[src/rtl/mmio_uart_pkg.sv]
package mmio_uart_pkg;

  localparam int REG_IDX_W  = 3;
  localparam int DATA_W     = 8;
  localparam int BUS_W      = 32;
  localparam int FLAG_BIT   = 31;
  localparam int WM_LSB     = 16;
  localparam int WM_W       = 3;
  localparam int FRAME_BITS = DATA_W + 2;

  typedef enum logic [REG_IDX_W-1:0] {
    A_TXDATA = 3'd0,
    A_RXDATA = 3'd1,
    A_TXCTRL = 3'd2,
    A_RXCTRL = 3'd3,
    A_IE     = 3'd4,
    A_IP     = 3'd5,
    A_DIV    = 3'd6
  } reg_idx_e;

  typedef enum logic [1:0] {
    RX_IDLE,
    RX_START,
    RX_DATA,
    RX_STOP
  } rx_state_e;

endpackage

[src/rtl/uart_fifo.sv]
module uart_fifo #(
  parameter int WIDTH = 8,
  parameter int DEPTH = 8,
  localparam int PW = $clog2(DEPTH),
  localparam int CW = PW + 1
) (
  input  logic             clk,
  input  logic             rst_n,
  input  logic             push,
  input  logic [WIDTH-1:0] din,
  input  logic             pop,
  output logic [WIDTH-1:0] dout,
  output logic             full,
  output logic             empty,
  output logic [CW-1:0]    count
);

  logic [WIDTH-1:0] mem [DEPTH];
  logic [PW-1:0]    wp_q, wp_d, rp_q, rp_d;
  logic [CW-1:0]    cnt_q, cnt_d;
  logic             do_push, do_pop;

  assign full    = (cnt_q == CW'(DEPTH));
  assign empty   = (cnt_q == '0);
  assign count   = cnt_q;
  assign dout    = mem[rp_q];
  assign do_push = push & ~full;
  assign do_pop  = pop & ~empty;

  always_comb begin
    wp_d  = wp_q;
    rp_d  = rp_q;
    cnt_d = cnt_q;
    if (do_push) wp_d = wp_q + 1'b1;
    if (do_pop)  rp_d = rp_q + 1'b1;
    if (do_push && !do_pop)      cnt_d = cnt_q + 1'b1;
    else if (do_pop && !do_push) cnt_d = cnt_q - 1'b1;
  end

  always_ff @(posedge clk or negedge rst_n) begin
    if (!rst_n) begin
      wp_q  <= '0;
      rp_q  <= '0;
      cnt_q <= '0;
    end else begin
      wp_q  <= wp_d;
      rp_q  <= rp_d;
      cnt_q <= cnt_d;
    end
  end

  // storage carries no reset; written only when a push is accepted
  always_ff @(posedge clk) begin
    if (do_push) mem[wp_q] <= din;
  end

endmodule

[src/rtl/uart_tx.sv]
module uart_tx
  import mmio_uart_pkg::*;
#(
  parameter int DIV_W = 16
) (
  input  logic              clk,
  input  logic              rst_n,
  input  logic              en,
  input  logic [DIV_W-1:0]  div,
  input  logic              q_empty,
  input  logic [DATA_W-1:0] q_data,
  output logic              q_pop,
  output logic              txd,
  output logic              busy
);

  localparam int BIT_CW = $clog2(FRAME_BITS);

  logic                  busy_q, busy_d;
  logic [FRAME_BITS-1:0] sh_q, sh_d;
  logic [BIT_CW-1:0]     bit_q, bit_d;
  logic [DIV_W-1:0]      cnt_q, cnt_d;

  always_comb begin
    busy_d = busy_q;
    sh_d   = sh_q;
    bit_d  = bit_q;
    cnt_d  = cnt_q;
    q_pop  = 1'b0;
    if (!busy_q) begin
      if (en && !q_empty) begin
        q_pop  = 1'b1;
        busy_d = 1'b1;
        sh_d   = {1'b1, q_data, 1'b0};
        bit_d  = '0;
        cnt_d  = div;
      end
    end else if (cnt_q == '0) begin
      cnt_d = div;
      if (bit_q == BIT_CW'(FRAME_BITS - 1)) begin
        busy_d = 1'b0;
      end else begin
        sh_d  = {1'b1, sh_q[FRAME_BITS-1:1]};
        bit_d = bit_q + 1'b1;
      end
    end else begin
      cnt_d = cnt_q - 1'b1;
    end
  end

  always_ff @(posedge clk or negedge rst_n) begin
    if (!rst_n) begin
      busy_q <= 1'b0;
      sh_q   <= '1;
      bit_q  <= '0;
      cnt_q  <= '0;
    end else begin
      busy_q <= busy_d;
      sh_q   <= sh_d;
      bit_q  <= bit_d;
      cnt_q  <= cnt_d;
    end
  end

  assign txd  = busy_q ? sh_q[0] : 1'b1;
  assign busy = busy_q;

endmodule

[src/rtl/uart_rx.sv]
module uart_rx
  import mmio_uart_pkg::*;
#(
  parameter int DIV_W = 16
) (
  input  logic              clk,
  input  logic              rst_n,
  input  logic              en,
  input  logic [DIV_W-1:0]  div,
  input  logic              rxd,
  output logic              push,
  output logic [DATA_W-1:0] data,
  output logic              line
);

  rx_state_e         st_q, st_d;
  logic              s1_q, s2_q, prev_q;
  logic [DIV_W-1:0]  cnt_q, cnt_d, half;
  logic [2:0]        bit_q, bit_d;
  logic [DATA_W-1:0] sh_q, sh_d;

  assign half = div >> 1;

  always_comb begin
    st_d  = st_q;
    cnt_d = cnt_q;
    bit_d = bit_q;
    sh_d  = sh_q;
    push  = 1'b0;
    if (!en) begin
      st_d = RX_IDLE;
    end else begin
      case (st_q)
        RX_IDLE: begin
          if (prev_q && !s2_q) begin
            bit_d = '0;
            if (half == '0) begin
              st_d  = RX_DATA;
              cnt_d = div;
            end else begin
              st_d  = RX_START;
              cnt_d = half - 1'b1;
            end
          end
        end
        RX_START: begin
          if (cnt_q == '0) begin
            st_d  = s2_q ? RX_IDLE : RX_DATA;
            cnt_d = div;
          end else begin
            cnt_d = cnt_q - 1'b1;
          end
        end
        RX_DATA: begin
          if (cnt_q == '0) begin
            sh_d  = {s2_q, sh_q[DATA_W-1:1]};
            cnt_d = div;
            bit_d = bit_q + 1'b1;
            if (bit_q == 3'd7) st_d = RX_STOP;
          end else begin
            cnt_d = cnt_q - 1'b1;
          end
        end
        default: begin
          if (cnt_q == '0) begin
            st_d = RX_IDLE;
            push = s2_q;
          end else begin
            cnt_d = cnt_q - 1'b1;
          end
        end
      endcase
    end
  end

  always_ff @(posedge clk or negedge rst_n) begin
    if (!rst_n) begin
      s1_q   <= 1'b1;
      s2_q   <= 1'b1;
      prev_q <= 1'b1;
      st_q   <= RX_IDLE;
      cnt_q  <= '0;
      bit_q  <= '0;
      sh_q   <= '0;
    end else begin
      s1_q   <= rxd;
      s2_q   <= s1_q;
      prev_q <= s2_q;
      st_q   <= st_d;
      cnt_q  <= cnt_d;
      bit_q  <= bit_d;
      sh_q   <= sh_d;
    end
  end

  assign data = sh_q;
  assign line = s2_q;

endmodule

[src/rtl/mmio_uart.sv]
module mmio_uart
  import mmio_uart_pkg::*;
#(
  parameter int DIV_W      = 16,
  parameter int DIV_RESET  = 4,
  parameter int FIFO_DEPTH = 8,
  localparam int FIFO_CW   = $clog2(FIFO_DEPTH) + 1
) (
  input  logic                 clk,
  input  logic                 rst_n,
  input  logic                 rd_en,
  input  logic                 wr_en,
  input  logic [REG_IDX_W-1:0] addr,
  input  logic [BUS_W-1:0]     wdata,
  output logic [BUS_W-1:0]     rdata,
  input  logic                 rxd,
  output logic                 txd,
  output logic                 irq
);

  // reset: asserted at once, released after two clocks
  logic rs1_q, rs2_q, rst_n_s;
  always_ff @(posedge clk or negedge rst_n) begin
    if (!rst_n) begin
      rs1_q <= 1'b0;
      rs2_q <= 1'b0;
    end else begin
      rs1_q <= 1'b1;
      rs2_q <= rs1_q;
    end
  end
  assign rst_n_s = rs2_q;

  logic             tx_en_q, tx_en_d, rx_en_q, rx_en_d;
  logic [WM_W-1:0]  tx_wm_q, tx_wm_d, rx_wm_q, rx_wm_d;
  logic [1:0]       ie_q, ie_d;
  logic [DIV_W-1:0] div_q, div_d;

  logic               tx_push, tx_pop, tx_full, tx_empty;
  logic [DATA_W-1:0]  tx_dout;
  logic [FIFO_CW-1:0] tx_cnt;
  logic               rx_push, rx_pop, rx_full, rx_empty;
  logic [DATA_W-1:0]  rx_byte, rx_dout;
  logic [FIFO_CW-1:0] rx_cnt;
  logic               tx_busy, rx_line;
  logic [1:0]         ip;

  assign tx_push = wr_en && (addr == A_TXDATA);
  assign rx_pop  = rd_en && (addr == A_RXDATA);

  always_comb begin
    tx_en_d = tx_en_q;
    rx_en_d = rx_en_q;
    tx_wm_d = tx_wm_q;
    rx_wm_d = rx_wm_q;
    ie_d    = ie_q;
    div_d   = div_q;
    if (wr_en) begin
      case (addr)
        A_TXCTRL: begin
          tx_en_d = wdata[0];
          tx_wm_d = wdata[WM_LSB +: WM_W];
        end
        A_RXCTRL: begin
          rx_en_d = wdata[0];
          rx_wm_d = wdata[WM_LSB +: WM_W];
        end
        A_IE:    ie_d  = wdata[1:0];
        A_DIV:   div_d = wdata[DIV_W-1:0];
        default: ;
      endcase
    end
  end

  always_ff @(posedge clk or negedge rst_n_s) begin
    if (!rst_n_s) begin
      tx_en_q <= 1'b0;
      rx_en_q <= 1'b0;
      tx_wm_q <= '0;
      rx_wm_q <= '0;
      ie_q    <= '0;
      div_q   <= DIV_W'(DIV_RESET);
    end else begin
      tx_en_q <= tx_en_d;
      rx_en_q <= rx_en_d;
      tx_wm_q <= tx_wm_d;
      rx_wm_q <= rx_wm_d;
      ie_q    <= ie_d;
      div_q   <= div_d;
    end
  end

  uart_fifo #(.WIDTH(DATA_W), .DEPTH(FIFO_DEPTH)) u_txq (
    .clk(clk), .rst_n(rst_n_s), .push(tx_push), .din(wdata[DATA_W-1:0]),
    .pop(tx_pop), .dout(tx_dout), .full(tx_full), .empty(tx_empty), .count(tx_cnt)
  );

  uart_fifo #(.WIDTH(DATA_W), .DEPTH(FIFO_DEPTH)) u_rxq (
    .clk(clk), .rst_n(rst_n_s), .push(rx_push), .din(rx_byte),
    .pop(rx_pop), .dout(rx_dout), .full(rx_full), .empty(rx_empty), .count(rx_cnt)
  );

  uart_tx #(.DIV_W(DIV_W)) u_tx (
    .clk(clk), .rst_n(rst_n_s), .en(tx_en_q), .div(div_q),
    .q_empty(tx_empty), .q_data(tx_dout), .q_pop(tx_pop), .txd(txd), .busy(tx_busy)
  );

  uart_rx #(.DIV_W(DIV_W)) u_rx (
    .clk(clk), .rst_n(rst_n_s), .en(rx_en_q), .div(div_q),
    .rxd(rxd), .push(rx_push), .data(rx_byte), .line(rx_line)
  );

  assign ip[0] = tx_cnt < FIFO_CW'(tx_wm_q);
  assign ip[1] = rx_cnt > FIFO_CW'(rx_wm_q);
  assign irq   = |(ip & ie_q);

  always_comb begin
    rdata = '0;
    case (addr)
      A_TXDATA: rdata[FLAG_BIT] = tx_full;
      A_RXDATA: begin
        rdata[FLAG_BIT] = rx_empty;
        if (!rx_empty) rdata[DATA_W-1:0] = rx_dout;
      end
      A_TXCTRL: begin
        rdata[0]                = tx_en_q;
        rdata[WM_LSB +: WM_W]   = tx_wm_q;
      end
      A_RXCTRL: begin
        rdata[0]                = rx_en_q;
        rdata[WM_LSB +: WM_W]   = rx_wm_q;
      end
      A_IE:    rdata[1:0] = ie_q;
      A_IP:    rdata[1:0] = ip;
      A_DIV:   rdata[DIV_W-1:0] = div_q;
      default: ;
    endcase
  end

  logic unused_sig;
  assign unused_sig = ^{wdata, rx_full, tx_busy, rx_line};

endmodule

[config.mk]
export PLATFORM = sky130hd
export DESIGN_NAME = mmio_uart
export DESIGN_NICKNAME = d
export VERILOG_FILES = /design/src/rtl/mmio_uart_pkg.sv /design/src/rtl/uart_fifo.sv /design/src/rtl/uart_tx.sv /design/src/rtl/uart_rx.sv /design/src/rtl/mmio_uart.sv
export SDC_FILE = /design/constraint.sdc
export NUM_CORES = 1
export LEC_CHECK = 0
export BUFFER_PORTS_ARGS = -buffer_cell sky130_fd_sc_hd__buf_2
export CAP_MARGIN = 40
export CORE_ASPECT_RATIO = 1.2
export CORE_MARGIN = 2
export CORE_UTILIZATION = 45
export DETAILED_ROUTE_END_ITERATION = 8
export HOLD_SLACK_MARGIN = 0.12
export PLACE_DENSITY = 0.67
export SYNTH_ARGS = -nofsm -noshare
export SYNTH_HDL_FRONTEND = slang
export SYNTH_SLANG_ARGS = --single-unit
[constraint.sdc]
create_clock -name clk -period 3.7 [get_ports clk]
set_input_delay 0.37 -clock clk [delete_from_list [all_inputs] [get_ports clk]]
set_output_delay 0.37 -clock clk [all_outputs]
set_load 0.01 [all_outputs]
# --- After elaboration in Yosys (flattened, before gate mapping) ---
# Memory sizes are Yosys's and may differ from the RTL's.
# Index checks and enable logic that the tools add are counted.
totals:
  regBits: 111
  ramBits: 128
  input_bits: 40
  output_inout_bits: 34
  n_memories: 2
classes:
  n_addsub: 13
  order_cmp: 2
  n_eq_ne: 22
  muxes: 52
  bitwise: 9
  reduce_logical: 37
memory_table:
  columns: ["memory", "words", "width", "rd", "rd_ports_with_merged_regs", "write_ports", "line", "rtl"]
  rows:
  - ["u_rxq.mem", 8, 8, 1, 0, 1, "uart_fifo.sv:18", "logic [WIDTH-1:0] mem [DEPTH];"]
  - ["u_txq.mem", 8, 8, 1, 0, 1, "uart_fifo.sv:18", null]
ops:
  columns: ["cell", "n"]
  rows:
  - ["$mux W16", 7]
  - ["$logic_not A16 Y1", 3]
  - ["$mux W10", 4]
  - ["$mux W4", 8]
  - ["$pmux W16 S2", 1]
  - ["$sub A16 B1 Y16 const B", 2]
  - ["$mux W2", 8]
  - ["$mux W8", 2]
  - ["$sub A15 B1 Y16 const B", 1]
  - ["$add A3 B1 Y3 const B", 5]
  - ["$mux W1", 13]
  - ["$add A4 B1 Y4 const B", 3]
  - ["$eq A3 B3 Y1 const B", 4]
  - ["$eq A4 B4 Y1 const B", 3]
  - ["$ne A3 B2 Y1 const B", 4]
  - ["$pmux W3 S2", 2]
  - ["$pmux W6 S2", 1]
  - ["$reduce_and A3 Y1", 3]
  - ["$logic_and A1 B1 Y1", 8]
  - ["$logic_not A4 Y1", 2]
  - ["$reduce_and A2 Y1", 4]
  - ["$reduce_bool A2 Y1", 4]
  - ["$sub A4 B1 Y4 const B", 2]
  - ["$eq A3 B2 Y1 const B", 2]
  - ["24 further kinds", 39]

# --- Depth between registers and ports, before layout ---
depth:
  ltp_word: 9
  mapped_depth: 15
  ltp_nobuf: 13

# --- Cells and area by module ---
# Synthesis repeated with hierarchy kept, for this count alone.
hier_totals:
  cells_unflattened: 938
  area_unflattened_um2: 12215.5
by_module_without_submodules:
  columns: ["module", "instances", "cells_per_inst", "area_each_um2", "seq_area_each_um2"]
  rows:
  - ["uart_fifo", 2, 157, 3133.0, 2172.1]
  - ["uart_rx", 1, 283, 2436.1, 804.5]
  - ["uart_tx", 1, 193, 1846.8, 762.0]
  - ["mmio_uart", 1, 148, 1666.6, 701.9]

# --- Worst setup path before layout ---
# OpenSTA, ideal clock, no wires.
synth_timing:
  path_kind: "register to register"
  from: "register u_rx.cnt_q[0]"
  to: "register u_rxq.cnt_q[3] (netlist: u_rxq.count[3])"
  setup_time_ps: 125
  arrival_time_ps: 2750
  required_time_ps: 3575
  path_slack_ps: 825
  path_stages_with_launch: 16
  path_buffers: 2
  cell_sequence: "dfrtp_1 > inv_1 > ha_1 > nor4b_2 > and4_1 > buf_4 > and3_1 > buf_2 > ha_1 > inv_1 > ha_1 > a21o_1 > a21oi_1 > xnor2_1 > nor2_1 > xor2_1"
synth_between:
  elab_chain_len: 8
  elab_cells_between_ends: 10
synth_lines:
  columns: ["element", "line", "rtl"]
  rows:
  - ["from (decl)", "uart_rx.sv:18", "logic [DIV_W-1:0] cnt_q, cnt_d, half;"]
  - ["from (signal assigned)", "uart_rx.sv:90", "cnt_q <= cnt_d;"]
  - ["$logic_not A16 Y1 (*)", "uart_rx.sv:65", "if (cnt_q == '0) begin"]
  - ["$mux W1 (*)", "uart_rx.sv:65", null]
  - ["$mux W1 (*)", "uart_rx.sv:33", "case (st_q)"]
  - ["$mux W1 (*)", "uart_rx.sv:30", "if (!en) begin"]
  - ["$and A1 B1 Y1 (*)", "uart_fifo.sv:27", "assign do_push = push & ~full;"]
  - ["net u_rxq.do_push", "uart_fifo.sv:21", "logic do_push, do_pop;"]
  - ["$logic_not A1 Y1", "uart_fifo.sv:37", "else if (do_pop && !do_push) cnt_d = cnt_q - 1'b1;"]
  - ["$logic_and A1 B1 Y1", "uart_fifo.sv:37", null]
  - ["$reduce_bool A2 Y1 (no line)", null, null]
  - ["to (signal assigned)", "uart_fifo.sv:48", "cnt_q <= cnt_d;"]
  - ["to (decl)", "uart_fifo.sv:20", "logic [CW-1:0] cnt_q, cnt_d;"]
# Mark *: on every way through the listed nets, which the timed path passes. The rest lies on a longest branch.
# A chain may end at the register's enable or synchronous reset.

# --- Worst setup path after layout ---
layout_timing:
  from: "register u_rx.cnt_q[0]"
  to: "register u_rxq.cnt_q[3] (netlist: u_rxq.count[3])"
layout_between:
  elab_chain_len: 8
  elab_cells_between_ends: 10
layout_lines:
  columns: ["element", "line"]
  rows:
  - ["$logic_not A16 Y1 (*)", "uart_rx.sv:65"]
  - ["$mux W1 (*)", "uart_rx.sv:65"]
  - ["$mux W1 (*)", "uart_rx.sv:33"]
  - ["$mux W1 (*)", "uart_rx.sv:30"]
  - ["$and A1 B1 Y1 (*)", "uart_fifo.sv:27"]
  - ["$logic_not A1 Y1", "uart_fifo.sv:37"]
  - ["$logic_and A1 B1 Y1", "uart_fifo.sv:37"]
  - ["$reduce_bool A2 Y1 (no line)", null]
# Every way passes the cells marked *; elsewhere a longest branch is shown, timed or not.

==> impl_metrics.csv <==
group,metric,value,unit
route,drt_iter0_markers,519,
timing,setup_violations,0,
cells_and_area,multi_input_area,4420,um^2
clock_tree,ctsLongestPathBuffers,3,
worst_setup_path,reg2reg_to,"u_rxq.count[3]$_DFFE_PN0P_",
yosys,synth_enable_flop_cells,128,
worst_setup_path,endpoint_kind,"flop",
timing,rsz0062_at_grt,"no",
global_route,top_usage_layer,"met2",
clock_tree,clock_sinks,238,
power_and_ir_drop,power.internal,5.36,mW
power_and_ir_drop,p_switching,2.46,mW
route,drtAntennaViolNets,0,
clock_tree,post_cts_buffers,0,
global_route,use_met1,26.5,%
timing,hold_viol_final,0,
route,drcViolationCount,0,
yosys,synthArstFlopShare,46.2,%
clock_tree,cts_tree,"yes",
min_path,min_path_type,"in -> reg",
power_and_ir_drop,pwr_density_cell,598,nW/um^2
floorplanning,dieArea,26600,um^2
yosys,yosys-top-cells-area,"edfxtp_1 (34%), dfrtp_1 (21%), mux4_2 (6.3%)",
cells_and_area,area.sequential,6620,um^2
route,post_drt_via_cell_ratio,5.59,
worst_setup_path,startpoint,"u_rx.cnt_q[0]$_DFFE_PN0P_",
worst_setup_path,r2r_cells,14,
clock_tree,clkLatencyLatePin,0.53,ns
global_route,grt_pass1_vias,7582,
timing,timing.hold.ws,0.150,ns
yosys,yosysWarnings,0,
global_route,grt_max_degree,55,
global_route,grt_pass1_wl,41400,um
yosys,synth_common_cells,"edfxtp_1 (128), nand2_1 (101), dfrtp_1 (97), o21ai_0 (65), nor2_1 (51)",
route,vias,7469,
power_and_ir_drop,seqPwrFrac,46.4,%
clock_tree,cts_buffers,25,
clock_tree,htree_levels,1,
power_and_ir_drop,vdd_drop_max,0.505,mV
cells_and_area,fin_area,13100,um^2
clock_tree,hold_buffers,15,
worst_setup_path,arrival,3.38,ns
cells_and_area,fin_nets,1062,
worst_setup_path,rrSetupSlack,0.73,ns
place,numPortBuffers,48,
yosys,syn_avg_cell_area,12.5,um^2
place,place.gp.congestion,0.928,
cells_and_area,layout-drive-gt1-share,20.9,%
floorplanning,start_util,45.9,%
power_and_ir_drop,switching_share,31.4,%
cells_and_area,n_antenna_cell,0,
yosys,synth_top_area_share,33.7,%
yosys,ys.flop_type,"edfxtp_1",
timing,maxSlewHeadroom,39.2,%
route,drt_pass1_iterations,5,
floorplanning,rows,63,
route,routed_wl,25600,um
timing,fmaxAchievable,337,MHz
yosys,ys_seq_area_share,58.0,%
route,routedWlPerCell,19.2,um
timing,fin_crit_sh,80.2,%
run,maxCapViolations,0,
worst_setup_path,path_class,"reg -> reg",
global_route,gr-usage-met2,34.3,%
global_route,antenna_found_initial,0,
yosys,postSynthCellCount,912,
timing,fin_crit,2.97,ns
global_route,grt_util_met3,2.15,%
power_and_ir_drop,p_leak,5.15,nW
clock_tree,clk_pin_slew,0.06,ns
worst_setup_path,start_kind,"flop",
power_and_ir_drop,pwr-share-clk,30.7,%
yosys,yosysTopAreaCell,"edfxtp_1",
place,post_dp_cell_area,12100,um^2
min_path,hold_end,"u_txq.mem[0][7]$_DFFE_PP_",
yosys,yosysUniqueCellTypes,71,
yosys,ys_ff_latch,238,
cells_and_area,area_growth,14.5,%
global_route,grt.total_usage,19.9,%
timing,slew_violations,0,
floorplanning,core,24800,um^2
clock_tree,cts-root-buf,"clkbuf_16",
timing,setup_tns,0,ns
min_path,worstHoldStart,"wdata[7]",
cells_and_area,fillCellCount,2129,
min_path,worstHoldPathCells,1,
global_route,gr-total-overflow,0,
outcome,status,"complete, no violations",
floorplanning,ios,74,
worst_setup_path,worstPathRequired,4.12,ns
yosys,post-synth-top-count-cell,"edfxtp_1",
floorplanning,die_h,178,um
timing,skew,0.0151,ns
clock_tree,cts_resized,0,
yosys,syn_area,11400,um^2
worst_setup_path,rr_startpoint,"u_rx.cnt_q[0]$_DFFE_PN0P_",
place,dp_hpwl,17300,um
worst_setup_path,worstPathMaxFanout,6,
timing,worst_slew_pin_slew,0.904,ns
floorplanning,die_w,149,um
power_and_ir_drop,pwr-share-comb,22.9,%
-- placed cells by master (no fill, tap or decap), types with 4 or more instances in the layout --
cell / n
ha_1: 29
a21o_1: 6
mux2i_1: 23
dlygate4sd3_1: 15
a221o_1: 12
and3_1: 5
a21oi_1: 31
xor2_1: 8
inv_1: 33
nand2_1: 101
clkbuf_16: 25
nor3b_1: 5
buf_2: 48
o311ai_0: 4
and2_1: 12
clkbuf_1: 5
nand2b_1: 9
nand3_1: 20
conb_1: 13
buf_4: 32
nand4_1: 5
mux4_2: 32
nor2_1: 51
dfrtp_1: 96
clkinv_1: 4
xnor2_1: 17
edfxtp_1: 128
dfstp_2: 13
o22ai_1: 6
nor2b_1: 8
nor3_1: 24
clkinv_2: 4
mux2_2: 35
nor4_1: 17
o21ai_0: 65
-- kinds of logic after synthesis --
kind of cell,share of synthesized area [%]
AO/OA/AOI/OAI,8.86
adder cells (fa/ha/maj),3.53
other,0.0658
flip-flops,58.0
multiplexers,12.1
XOR/XNOR,1.92
AND/OR/NAND/NOR,11.8
buffers and inverters,3.75
-- worst max-delay path, cell delays in order (launching register included) --
cell and delay (ns):
dfrtp_1 0.43, inv_1 0.11, ha_1 0.15, nor4b_2 0.18, buf_4 0.17, and4_1 0.25, and3_1 0.31, ha_1 0.22
inv_1 0.09, ha_1 0.28, a21o_1 0.17, a21oi_1 0.16, xnor2_1 0.13, nor2_1 0.06, xor2_1 0.14
-- per-layer routing --
layer  part of all wire, %  routed length [um]  up-vias
li1                      -                   -     3515
met1                    43               11000     3722
met2                    50               12800      184
met3                   4.5                1150       48
met4                   2.9                 739        0
met5                     0                   0        -
-- flip-flops by register name, summed over array words and instances (netlist names), 2 cells and up --
signal,flops
u_rxq.mem,64
u_tx.sh_q,9
ie_q,2
u_rxq.wp_q,3
u_txq.mem,64
u_tx.bit_q,4
div_q,16
tx_wm_q,3
u_txq.count,4
rx_wm_q,3
u_tx.cnt_q,16
u_rx.bit_q,3
u_rx.st_q,2
u_txq.wp_q,3
u_txq.rp_q,3
u_rx.data,8
u_rx.cnt_q,16
u_rxq.count,4
u_rxq.rp_q,3
-- metrics by stage --
step | power, mW | utilization (%) | instances | worst slack, ns
final | 7.81 | 52.6 | 1335 | 0.732
after global routing | 8.26 | 52.6 | 1335 | 0.423
after global placement | 5.35 | 48.6 | 1271 | 0.749
after floorplan | 4.85 | - | 923 | 0.431
after CTS | 7.87 | 52.6 | 1335 | 0.701
after detailed placement | 5.43 | 48.8 | 1274 | 0.723
-- worst max path at each step --
stage / endpoint / slack, ns / cells past startpoint
final: u_rxq.count[3]$_DFFE_PN0P_ / 0.73 / 14
after global routing: u_rxq.count[3]$_DFFE_PN0P_ / 0.42 / 14
after CTS: u_rxq.count[3]$_DFFE_PN0P_ / 0.70 / 14
after detailed placement: u_rxq.count[3]$_DFFE_PN0P_ / 0.72 / 14
after global placement: u_rxq.count[3]$_DFFE_PN0P_ / 0.75 / 14
after floorplan: div_q[0]$_DFFE_PN0P_ / 0.43 / 0
-- layout make-up --
class / count / share of cell area (%)
repair buffers: 98 / 5.40
flip-flops and latches: 238 / 50.7
multi-input cells: 595 / 33.8
clock buffers: 32 / 5.15
clock inverters: 14 / 0.881
inverters: 33 / 0.949
well taps: 325 / 3.11
-- power groups by stage --
stage               Clock (mW)  Combinational, mW  Sequential [mW]
detailed placement           0               1.77             3.67
global route              2.56               2.01             3.69
global placement             0               1.66             3.69
floorplan                    0               1.39             3.46
finish                    2.40               1.79             3.63
CTS                       2.47               1.79             3.62
Power figures use the tool's default switching activity.
